==> config.mk <==
export PLATFORM = sky130hd
export DESIGN_NAME = bank_map_top
export DESIGN_NICKNAME = d
export VERILOG_FILES = /design/src/rtl/bank_map_pkg.sv /design/src/rtl/bank_port_regs.sv /design/src/rtl/bank_decode.sv /design/src/rtl/bank_map_top.sv
export SDC_FILE = /design/constraint.sdc
export NUM_CORES = 1
export LEC_CHECK = 0
export BUFFER_PORTS_ARGS = -buffer_cell sky130_fd_sc_hd__buf_2
export CAP_MARGIN = 20
export CORE_MARGIN = 1
export CORE_UTILIZATION = 44
export DETAILED_ROUTE_END_ITERATION = 7
export PLACE_DENSITY = 0.8
export SETUP_SLACK_MARGIN = 0.02
export SYNTH_ARGS = -nofsm -noshare
export SYNTH_HDL_FRONTEND = slang
export SYNTH_HIERARCHICAL = 1
export SYNTH_SLANG_ARGS = --single-unit
==> constraint.sdc <==
create_clock -name clk -period 2.2 [get_ports clk]
set_input_delay 0.22 -clock clk [delete_from_list [all_inputs] [get_ports clk]]
set_output_delay 0.22 -clock clk [all_outputs]
set_load 0.05 [all_outputs]
==> src/rtl/bank_map_pkg.sv <==
package bank_map_pkg;
    localparam int NUM_SEL = 10;
    localparam int S_RAM    = 0;
    localparam int S_BASIC  = 1;
    localparam int S_KERNAL = 2;
    localparam int S_CHAR   = 3;
    localparam int S_VIDEO  = 4;
    localparam int S_SOUND  = 5;
    localparam int S_COLOR  = 6;
    localparam int S_TMR1   = 7;
    localparam int S_TMR2   = 8;
    localparam int S_EXP    = 9;

    typedef enum logic [1:0] {
        RS_NONE  = 2'd0,
        RS_PORT  = 2'd1,
        RS_COLOR = 2'd2,
        RS_FLOAT = 2'd3
    } rd_src_e;
endpackage

==> src/rtl/bank_port_regs.sv <==
module bank_port_regs #(
    parameter int DW        = 8,
    parameter int CFG_W     = 3,
    parameter logic [DW-1:0] PULL_MASK = 8'h17
) (
    input  logic             clk,
    input  logic             rst_n,
    input  logic             ld_dir,
    input  logic             ld_dat,
    input  logic             rd_sel,
    input  logic [DW-1:0]    wdata,
    output logic [CFG_W-1:0] cfg,
    output logic [DW-1:0]    port_rd
);
    logic [DW-1:0] dir_q;
    logic [DW-1:0] dat_q;
    logic [DW-1:0] eff;

    always_ff @(posedge clk) begin
        if (!rst_n) begin
            dir_q <= '0;
            dat_q <= '0;
        end else begin
            if (ld_dir) dir_q <= wdata;
            if (ld_dat) dat_q <= wdata;
        end
    end

    always_comb begin
        eff     = ~dir_q | dat_q;
        cfg     = eff[CFG_W-1:0];
        port_rd = rd_sel ? ((dir_q & dat_q) | (~dir_q & PULL_MASK)) : dir_q;
    end

    AST_DIR_LOAD: assert property (@(posedge clk) disable iff (!rst_n)
        ld_dir |=> (dir_q == $past(wdata)));
    AST_PORT_HOLD: assert property (@(posedge clk) disable iff (!rst_n)
        (!ld_dir && !ld_dat) |=> ($stable(dir_q) && $stable(dat_q)));
endmodule

==> src/rtl/bank_decode.sv <==
module bank_decode
    import bank_map_pkg::*;
#(
    parameter int AW    = 16,
    parameter int IDX_W = 10,
    parameter int CFG_W = 3
) (
    input  logic               bus_en,
    input  logic               bus_wr,
    input  logic [AW-1:0]      addr,
    input  logic [CFG_W-1:0]   cfg,
    output logic [NUM_SEL-1:0] sel,
    output logic [IDX_W-1:0]   reg_idx,
    output rd_src_e            rd_src,
    output logic               port_wr,
    output logic               cram_wr
);
    localparam int TOP = AW - 1;

    logic basic_on, kernal_on, io_on, char_on;

    always_comb begin
        basic_on  = (cfg[1:0] == 2'b11);
        kernal_on = cfg[1];
        io_on     = (cfg[1:0] != 2'b00) && cfg[2];
        char_on   = (cfg[1:0] != 2'b00) && !cfg[2];
    end

    always_comb begin
        sel     = '0;
        reg_idx = '0;
        rd_src  = RS_NONE;
        port_wr = 1'b0;
        cram_wr = 1'b0;
        if (bus_en) begin
            if (addr[TOP:1] == '0) begin
                if (bus_wr) begin
                    sel[S_RAM] = 1'b1;
                    port_wr    = 1'b1;
                end else begin
                    rd_src = RS_PORT;
                end
            end else begin
                unique case (addr[TOP:TOP-3])
                    4'hA, 4'hB: begin
                        if (!bus_wr && basic_on) sel[S_BASIC] = 1'b1;
                        else                     sel[S_RAM]   = 1'b1;
                    end
                    4'hE, 4'hF: begin
                        if (!bus_wr && kernal_on) sel[S_KERNAL] = 1'b1;
                        else                      sel[S_RAM]    = 1'b1;
                    end
                    4'hD: begin
                        if (io_on) begin
                            unique case (addr[11:8])
                                4'h0, 4'h1, 4'h2, 4'h3: begin
                                    sel[S_VIDEO] = 1'b1;
                                    reg_idx      = IDX_W'(addr[5:0]);
                                end
                                4'h4, 4'h5, 4'h6, 4'h7: begin
                                    sel[S_SOUND] = 1'b1;
                                    reg_idx      = IDX_W'(addr[4:0]);
                                end
                                4'h8, 4'h9, 4'hA, 4'hB: begin
                                    sel[S_COLOR] = 1'b1;
                                    reg_idx      = IDX_W'(addr[9:0]);
                                    if (bus_wr) cram_wr = 1'b1;
                                    else        rd_src  = RS_COLOR;
                                end
                                4'hC: begin
                                    sel[S_TMR1] = 1'b1;
                                    reg_idx     = IDX_W'(addr[3:0]);
                                end
                                4'hD: begin
                                    sel[S_TMR2] = 1'b1;
                                    reg_idx     = IDX_W'(addr[3:0]);
                                end
                                default: begin
                                    if (addr[11:4] == 8'hF0) begin
                                        sel[S_EXP] = 1'b1;
                                        reg_idx    = IDX_W'(addr[3:0]);
                                    end else if (!bus_wr) begin
                                        rd_src = RS_FLOAT;
                                    end
                                end
                            endcase
                        end else if (char_on && !bus_wr) begin
                            sel[S_CHAR] = 1'b1;
                        end else begin
                            sel[S_RAM] = 1'b1;
                        end
                    end
                    default: sel[S_RAM] = 1'b1;
                endcase
            end
        end
    end
endmodule

==> src/rtl/bank_map_top.sv <==
module bank_map_top
    import bank_map_pkg::*;
#(
    parameter int AW    = 16,
    parameter int DW    = 8,
    parameter int IDX_W = 10,
    parameter int NIB_W = 4
) (
    input  logic               clk,
    input  logic               rst_n,
    input  logic               bus_en,
    input  logic               bus_wr,
    input  logic [AW-1:0]      addr,
    input  logic [DW-1:0]      wdata,
    input  logic [DW-1:0]      float_byte,
    input  logic [NIB_W-1:0]   cram_nib,
    output logic [NUM_SEL-1:0] sel,
    output logic [IDX_W-1:0]   reg_idx,
    output logic [DW-1:0]      wr_data,
    output logic               rd_local,
    output logic [DW-1:0]      rd_data
);
    localparam int CFG_W = 3;

    logic [CFG_W-1:0] cfg;
    logic [DW-1:0]    port_rd;
    rd_src_e          rd_src;
    logic             port_wr, cram_wr;

    bank_port_regs #(.DW(DW), .CFG_W(CFG_W)) u_port (
        .clk    (clk),
        .rst_n  (rst_n),
        .ld_dir (port_wr && !addr[0]),
        .ld_dat (port_wr && addr[0]),
        .rd_sel (addr[0]),
        .wdata  (wdata),
        .cfg    (cfg),
        .port_rd(port_rd)
    );

    bank_decode #(.AW(AW), .IDX_W(IDX_W), .CFG_W(CFG_W)) u_dec (
        .bus_en (bus_en),
        .bus_wr (bus_wr),
        .addr   (addr),
        .cfg    (cfg),
        .sel    (sel),
        .reg_idx(reg_idx),
        .rd_src (rd_src),
        .port_wr(port_wr),
        .cram_wr(cram_wr)
    );

    always_comb begin
        if (port_wr)      wr_data = float_byte;
        else if (cram_wr) wr_data = {{(DW-NIB_W){1'b0}}, wdata[NIB_W-1:0]};
        else              wr_data = wdata;
    end

    always_comb begin
        rd_local = (rd_src != RS_NONE);
        unique case (rd_src)
            RS_PORT:  rd_data = port_rd;
            RS_COLOR: rd_data = {float_byte[DW-1:NIB_W], cram_nib};
            RS_FLOAT: rd_data = float_byte;
            default:  rd_data = '0;
        endcase
    end

    AST_SEL_ONEHOT: assert property (@(posedge clk) disable iff (!rst_n)
        $onehot0(sel));
    AST_IDLE_QUIET: assert property (@(posedge clk) disable iff (!rst_n)
        !bus_en |-> (sel == '0 && !rd_local));
    AST_ROM_WRITE_RAM: assert property (@(posedge clk) disable iff (!rst_n)
        (bus_en && bus_wr && addr[15:13] == 3'b101) |-> sel[S_RAM]);
    AST_KERNAL_SHOWN: assert property (@(posedge clk) disable iff (!rst_n)
        (bus_en && !bus_wr && addr[15:13] == 3'b111 && cfg[1]) |-> sel[S_KERNAL]);
    AST_COLOR_NIBBLE: assert property (@(posedge clk) disable iff (!rst_n)
        (sel[S_COLOR] && bus_wr) |-> (wr_data[7:4] == 4'h0));
    AST_PORT_READ_LOCAL: assert property (@(posedge clk) disable iff (!rst_n)
        (bus_en && !bus_wr && addr[15:1] == '0) |-> (rd_local && sel == '0));
endmodule

==> results of run 1 <==
-- logic make-up (layout without fill, tap and decap cells) --
group / Yosys count / after routing / synth area share
AOI/OAI and AO/OA: 22 / 22 / 0.118
buffers and inverters: 13 / 107 / 0.0677
DFF: 16 / 16 / 0.231
muxes: 27 / 27 / 0.213
and+or+nand+nor: 73 / 73 / 0.369
-- layer usage --
layer / vias up / global-route usage
li1: 745 / -
met1: 732 / 0.338
met2: 52 / 0.437
met3: 0 / 0.0290
met4: 0 / 0.0272
met5: - / 0
-- cells in the mapped netlist (all sizes together) --
library cell	number
nand3	2
nor4	4
a21oi	4
nor3b	2
nor2	6
inv	4
nor3	4
a211oi	1
and2	1
nor4b	2
and3	9
or2	1
and4	2
a21boi	4
a22o	11
nand4	2
mux2	11
dfxtp	16
nand4b	2
nand2	6
nor2b	20
mux2i	16
nor4bb	1
buf	9
o21ai	2
and4b	1
nand2b	8
-- how the worst max path moves through the flow --
stage,start,end,slack (ps),cells past startpoint
2_1_floorplan,u_port/dat_q[0],reg_idx[5],-160,5
3_3_place_gp,addr[7],wr_data[7],40,8
3_5_place_dp,addr[15],wr_data[7],-10,8
4_1_cts,u_port/dat_q[1],rd_data[0],-20,9
5_1_grt,u_port/dat_q[0],rd_data[0],-160,9
6_report,u_port/dat_q[0],rd_data[0],-90,9
-- state kept, by name (all words and copies together) (netlist names) --
register / cells
u_port/dir_q: 8
u_port/dat_q: 8
-- critical path: cells and delay by family (launching register included) --
family / cells / cell delay (ps)
flip-flops: 1 / 350
buffers and inverters: 2 / 310
AND/OR/NAND/NOR: 4 / 410
AO/OA/AOI/OAI: 2 / 410
multiplexers: 1 / 300
-- final cells by class --
cell class | instances | area share
clock buffers | 3 | 0.0106
inverters | 4 | 0.00703
multi-input cells | 122 | 0.503
flip-flops and latches | 16 | 0.152
well taps | 42 | 0.0246
repair buffers | 100 | 0.302
-- power breakdown --
part / internal, mW / total (mW) / switching, mW
Combinational: 0.0736 / 0.185 / 0.111
Sequential: 0.289 / 0.289 / 0.000000757
Clock: 0.0635 / 0.160 / 0.0961
-- metrics by stage --
stage               hold WS (ps)  area (µm²)  cells  setup WS (ps)
CTS                          222        2030    280          -18.5
global route                 240        2130    287           -156
finish                       223        2130    287          -89.3
detailed placement           500        1890    275          -11.6
global placement             485        1890    275           38.8
floorplan                    348        1410    151           -158
-- repair_timing --
action	in CTS	in global routing
buffers inserted	2	6
endpoints found under the setup margin	12	16
cloned	0	1
gates resized for setup	28	22
pin swaps	5	3
==> results.cfg, run 1 <==
[outcome]
outcome = finished, violations left
violations = negative setup slack

[drt]
via_per_inst = 5.33
final_antenna_net_count = 0
top_layer_used = met3
wl_mm = 4.32
drc = 0
route.met2.wl_mm = 2.27
wl_met1_mm = 1.91
first_pass_iters = 4
vias = 1529
dr.first_iter.drc_count = 32
wire_per_inst_um = 15.1
routed-wl-met3_um = 150

[placement]
io_buffers = 76
hpwl_mm = 2.92
place.gp.congestion = 0.902

[cells_and_area]
final_cell_mix = 62 x buf_2, 25 x buf_4, 19 x nor2b_1, 16 x mux2i_1, 12 x dfxtp_1
finalNetCount = 287
drive_gt1_frac = 0.571
num-fill-cells = 210
area_growth_pct = 54.1
multi_input_area_mm2 = 0.00107
regArea_um2 = 325
diodes = 0
final_util = 0.742
final_common_cell = buf_2

[yosys]
synth.avg_cell_area_um2 = 9.17
synth_seq_cells = 16
synth_top_area_cell = dfxtp_1
ys_warn_count = 6
synth_nets = 191
seq_area_frac_synth = 0.231
yosysUniqueCellTypes = 35
synth_area_leaders = dfxtp_1 23%, mux2i_1 12%, nor2b_1 8.6%
synth_cells = 151
yosys.area.top_type_share = 0.231
synthesis.area_mm2 = 0.00139

[timing]
period_needed_ps = 2290
finalCritPeriodShare = 1.04
skew_ps = 0
report.final.hold_viol_count = 0
fmax_mhz = 437
setup-violations-final = 4
drv_slew = 0
slew_headroom = 0.730
worst_pin_slew_ps = 402
rsz0062_at_grt = yes
layout_setup_ws_ps = -89.3
fin_tns_setup_ps = -199

[clock_network]
htreeDepth = 1
clkTransAtPathRegs_ps = 100
cts_tree = yes
cts_buffers = 3
clockBufferDepth = 2
cts_root_buffer = clkbuf_4
cts_hold_buf = 0
clk_latency_ps = 290
clkSinkCount = 16

[job]
max_cap_viol_count = 0

[worst_setup_path]
rrSetupSlack_ps = 1500
r2r-end = u_port/dat_q[2]
crit_chain = nand2b_4 > nor2_2 > nor2_4 > nand3_2 > a21oi_2 > buf_6 > mux2_4 > a22o_1 > buf_6
critPathMaxFanout = 6
critical_path.max_stage_delay_ps = 350
critPathCaptureType = primary output
criticalPathCategory = reg2out
critPathSlowestCell = dfxtp_2
startpoint_type = flip-flop
crit_top_cell = buf_6
cp_data_required_time_ps = 1980
arrival_ps = 2070
worstRegToRegCells = 2
timing.rr.start = u_port/dat_q[2]

[hold_path]
holdCritStartpoint = wdata[3]
whs_endpoint = u_port/dir_q[3]
hp-class = in2reg
hold_path_depth = 3

[global_route]
overflow = 0
antenna_found_initial = 0
grt_pass1_wl_mm = 6.64
grt_max_degree = 17
track_usage = 0.249
grt_pass1_vias = 1415

[pwr]
fin_total_pwr_mw = 0.634
cellPowerDensity_mw_per_mm2 = 297
ir_worst_vdd_uv = 308
p_leak_nw = 0.948

[floorplanning]
initial_utilization = 0.482
fp-row-count = 19
die_w_um = 58.1
core_mm2 = 0.00288
ios = 77
die_y_um = 58.1
design.die.area_mm2 = 0.00338
(Power assumes the default switching activity.)
==> run 2, diff against run 1 <==
--- a/config.mk
+++ b/config.mk
@@ -16,3 +16,4 @@
 export SYNTH_HDL_FRONTEND = slang
 export SYNTH_HIERARCHICAL = 1
 export SYNTH_SLANG_ARGS = --single-unit
+export TNS_END_PERCENT = 50
==> run 2 against run 1 <==
  * The run still ends with negative setup slack left
  * Clock skew is the same
  * Die area stayed put
  * Combinational power is essentially flat
  * Maximum frequency up 0.19%
  * Flip-flop and latch count unchanged
  * Total power down 1.0%
  * Wire length shrank 3.8%
  * Sequential power barely moved
  * Clock-buffer cell count unchanged
  * Non-clock buffer count shrank 5
  * Utilization down 1.7 points
  * Highest routed layer unchanged
==> results.cfg, run 2 (synthesis gave the netlist of run 1 again) <==
[placement]
dp_cells = 275
io_buffers = 76
hpwl_mm = 2.92
place.gp.congestion = 0.902
pre_cts_slack_ps = -11.6
place_area_mm2 = 0.00189

[clock_network]
cts_buffers = 3
clk_latency_ps = 280
clockBufferDepth = 2
cts_hold_buf = 0
clkSinkCount = 16
cts_tree = yes
clkTransAtPathRegs_ps = 100
cts_root_buffer = clkbuf_4
htreeDepth = 1

[cells_and_area]
final_util = 0.725
num-fill-cells = 219
stdcell_count = 282
reg_top3 = u_port/dat_q x8, u_port/dir_q x8
diodes = 0
regArea_um2 = 324
area_growth_pct = 50.6
multi_input_area_mm2 = 0.00107
final_cell_mix = 64 x buf_2, 19 x nor2b_1, 17 x buf_4, 16 x mux2i_1, 13 x dfxtp_1
final_common_cell = buf_2
post-route-cell-area_mm2 = 0.00209
drive_gt1_frac = 0.558
finalNetCount = 282

[global_route]
use_met2 = 0.437
grt_pass1_wl_mm = 6.64
overflow = 0
track_usage = 0.249
antenna_found_initial = 0
grt_pass1_vias = 1415
grtUsageMet1 = 0.338
busiest_layer = met2
use_met3 = 0.0290
grt_max_degree = 17

[pwr]
ir_worst_vdd_uv = 291
fin_total_pwr_mw = 0.627
p_leak_nw = 0.918
cellPowerDensity_mw_per_mm2 = 301

[worst_setup_path]
cp_data_required_time_ps = 1980
criticalPathCategory = reg2out
crit_top_cell = buf_6
critPathMaxFanout = 6
critPathSlowestCell = dfxtp_2
critPathCaptureType = primary output
crit_chain = nand2b_4 > nor2_2 > nor2_4 > nand3_2 > a21oi_2 > buf_6 > mux2_4 > a22o_1 > buf_6
startpoint_type = flip-flop
arrival_ps = 2070
critical_path.max_stage_delay_ps = 340
cp_top_family = simple AND/OR/NAND/NOR gates
cp_num_buf_inv = 2

[timing]
slew_headroom = 0.734
report.final.hold_viol_count = 0
rsz0062_at_grt = yes
skew_ps = 0
finalCritPeriodShare = 1.04
period_needed_ps = 2290
worst_pin_slew_ps = 395
drv_slew = 0
fmax_mhz = 438
setup-violations-final = 4
layout_setup_ws_ps = -85.1

[floorplanning]
die_w_um = 58.1
core_mm2 = 0.00288
design.die.area_mm2 = 0.00338
ios = 77
initial_utilization = 0.482
fp-row-count = 19
die_y_um = 58.1

[drt]
drc = 0
final_antenna_net_count = 0
dr.first_iter.drc_count = 57
wl_mm = 4.16
vias = 1506
via_per_inst = 5.34
first_pass_iters = 4
wire_per_inst_um = 14.7

[job]
max_cap_viol_count = 0

[outcome]
violations = negative setup slack
outcome = finished, violations left

[hold_path]
hp-class = in2reg
-- run 2: cell count changes in the layout (fill, tap and decap cells not counted), sizes merged --
cell    delta
clkbuf     +1
buf        -6
-- run 2: where the power goes --
group          switching (mW)  leakage, nW  internal (mW)
clock                  0.0929       0.0138         0.0635
sequential        0.000000731        0.130          0.289
combinational           0.110        0.774         0.0718
-- run 2: worst paths after layout --
kind,from,endpoint,slack [ps],cells past startpoint
worst min register to register,u_port/dat_q[6],u_port/dat_q[6],520,2
worst max register to register,u_port/dat_q[2],u_port/dat_q[2],1510,2
worst min-delay path,wdata[6],u_port/dat_q[6],220,3
worst max-delay path,u_port/dat_q[0],rd_data[0],-90,9
-- run 2: area by class of cell --
cell class                      instances  share of cell area
Timing Repair Buffer                   95               0.289
Tap cell                               42              0.0252
Multi-Input combinational cell        122               0.512
Clock buffer                            3              0.0108
Sequential cell                        16               0.155
Inverter                                4             0.00720
-- run 2: per-stage QoR --
step                setup TNS [ps]  hold slack, ps
detailed placement           -31.7             500
floorplan                     -456             348
global route                  -985             235
CTS                          -43.0             222
finish                        -215             224
global placement                 0             485
-- run 2: metal layers --
| metal | part of all wire | wire [µm] |
|---|---|---|
| met5 | 0 | 0 |
| met3 | 0.029 | 121 |
| met4 | 0 | 0 |
| met2 | 0.52 | 2160 |
| met1 | 0.45 | 1880 |
-- run 2: worst register-to-register path: cells and delay by family, from the launching register on --
family           cells  cell delay, ps
muxes                1             170
DFF                  1             330
and+or+nand+nor      1              90
-- run 2: timing repair --
action,in CTS,in global routing
resized for setup,28,13
gates cloned,0,0
pin swaps,5,3
endpoints found under the setup margin,12,16
buffers inserted,2,2
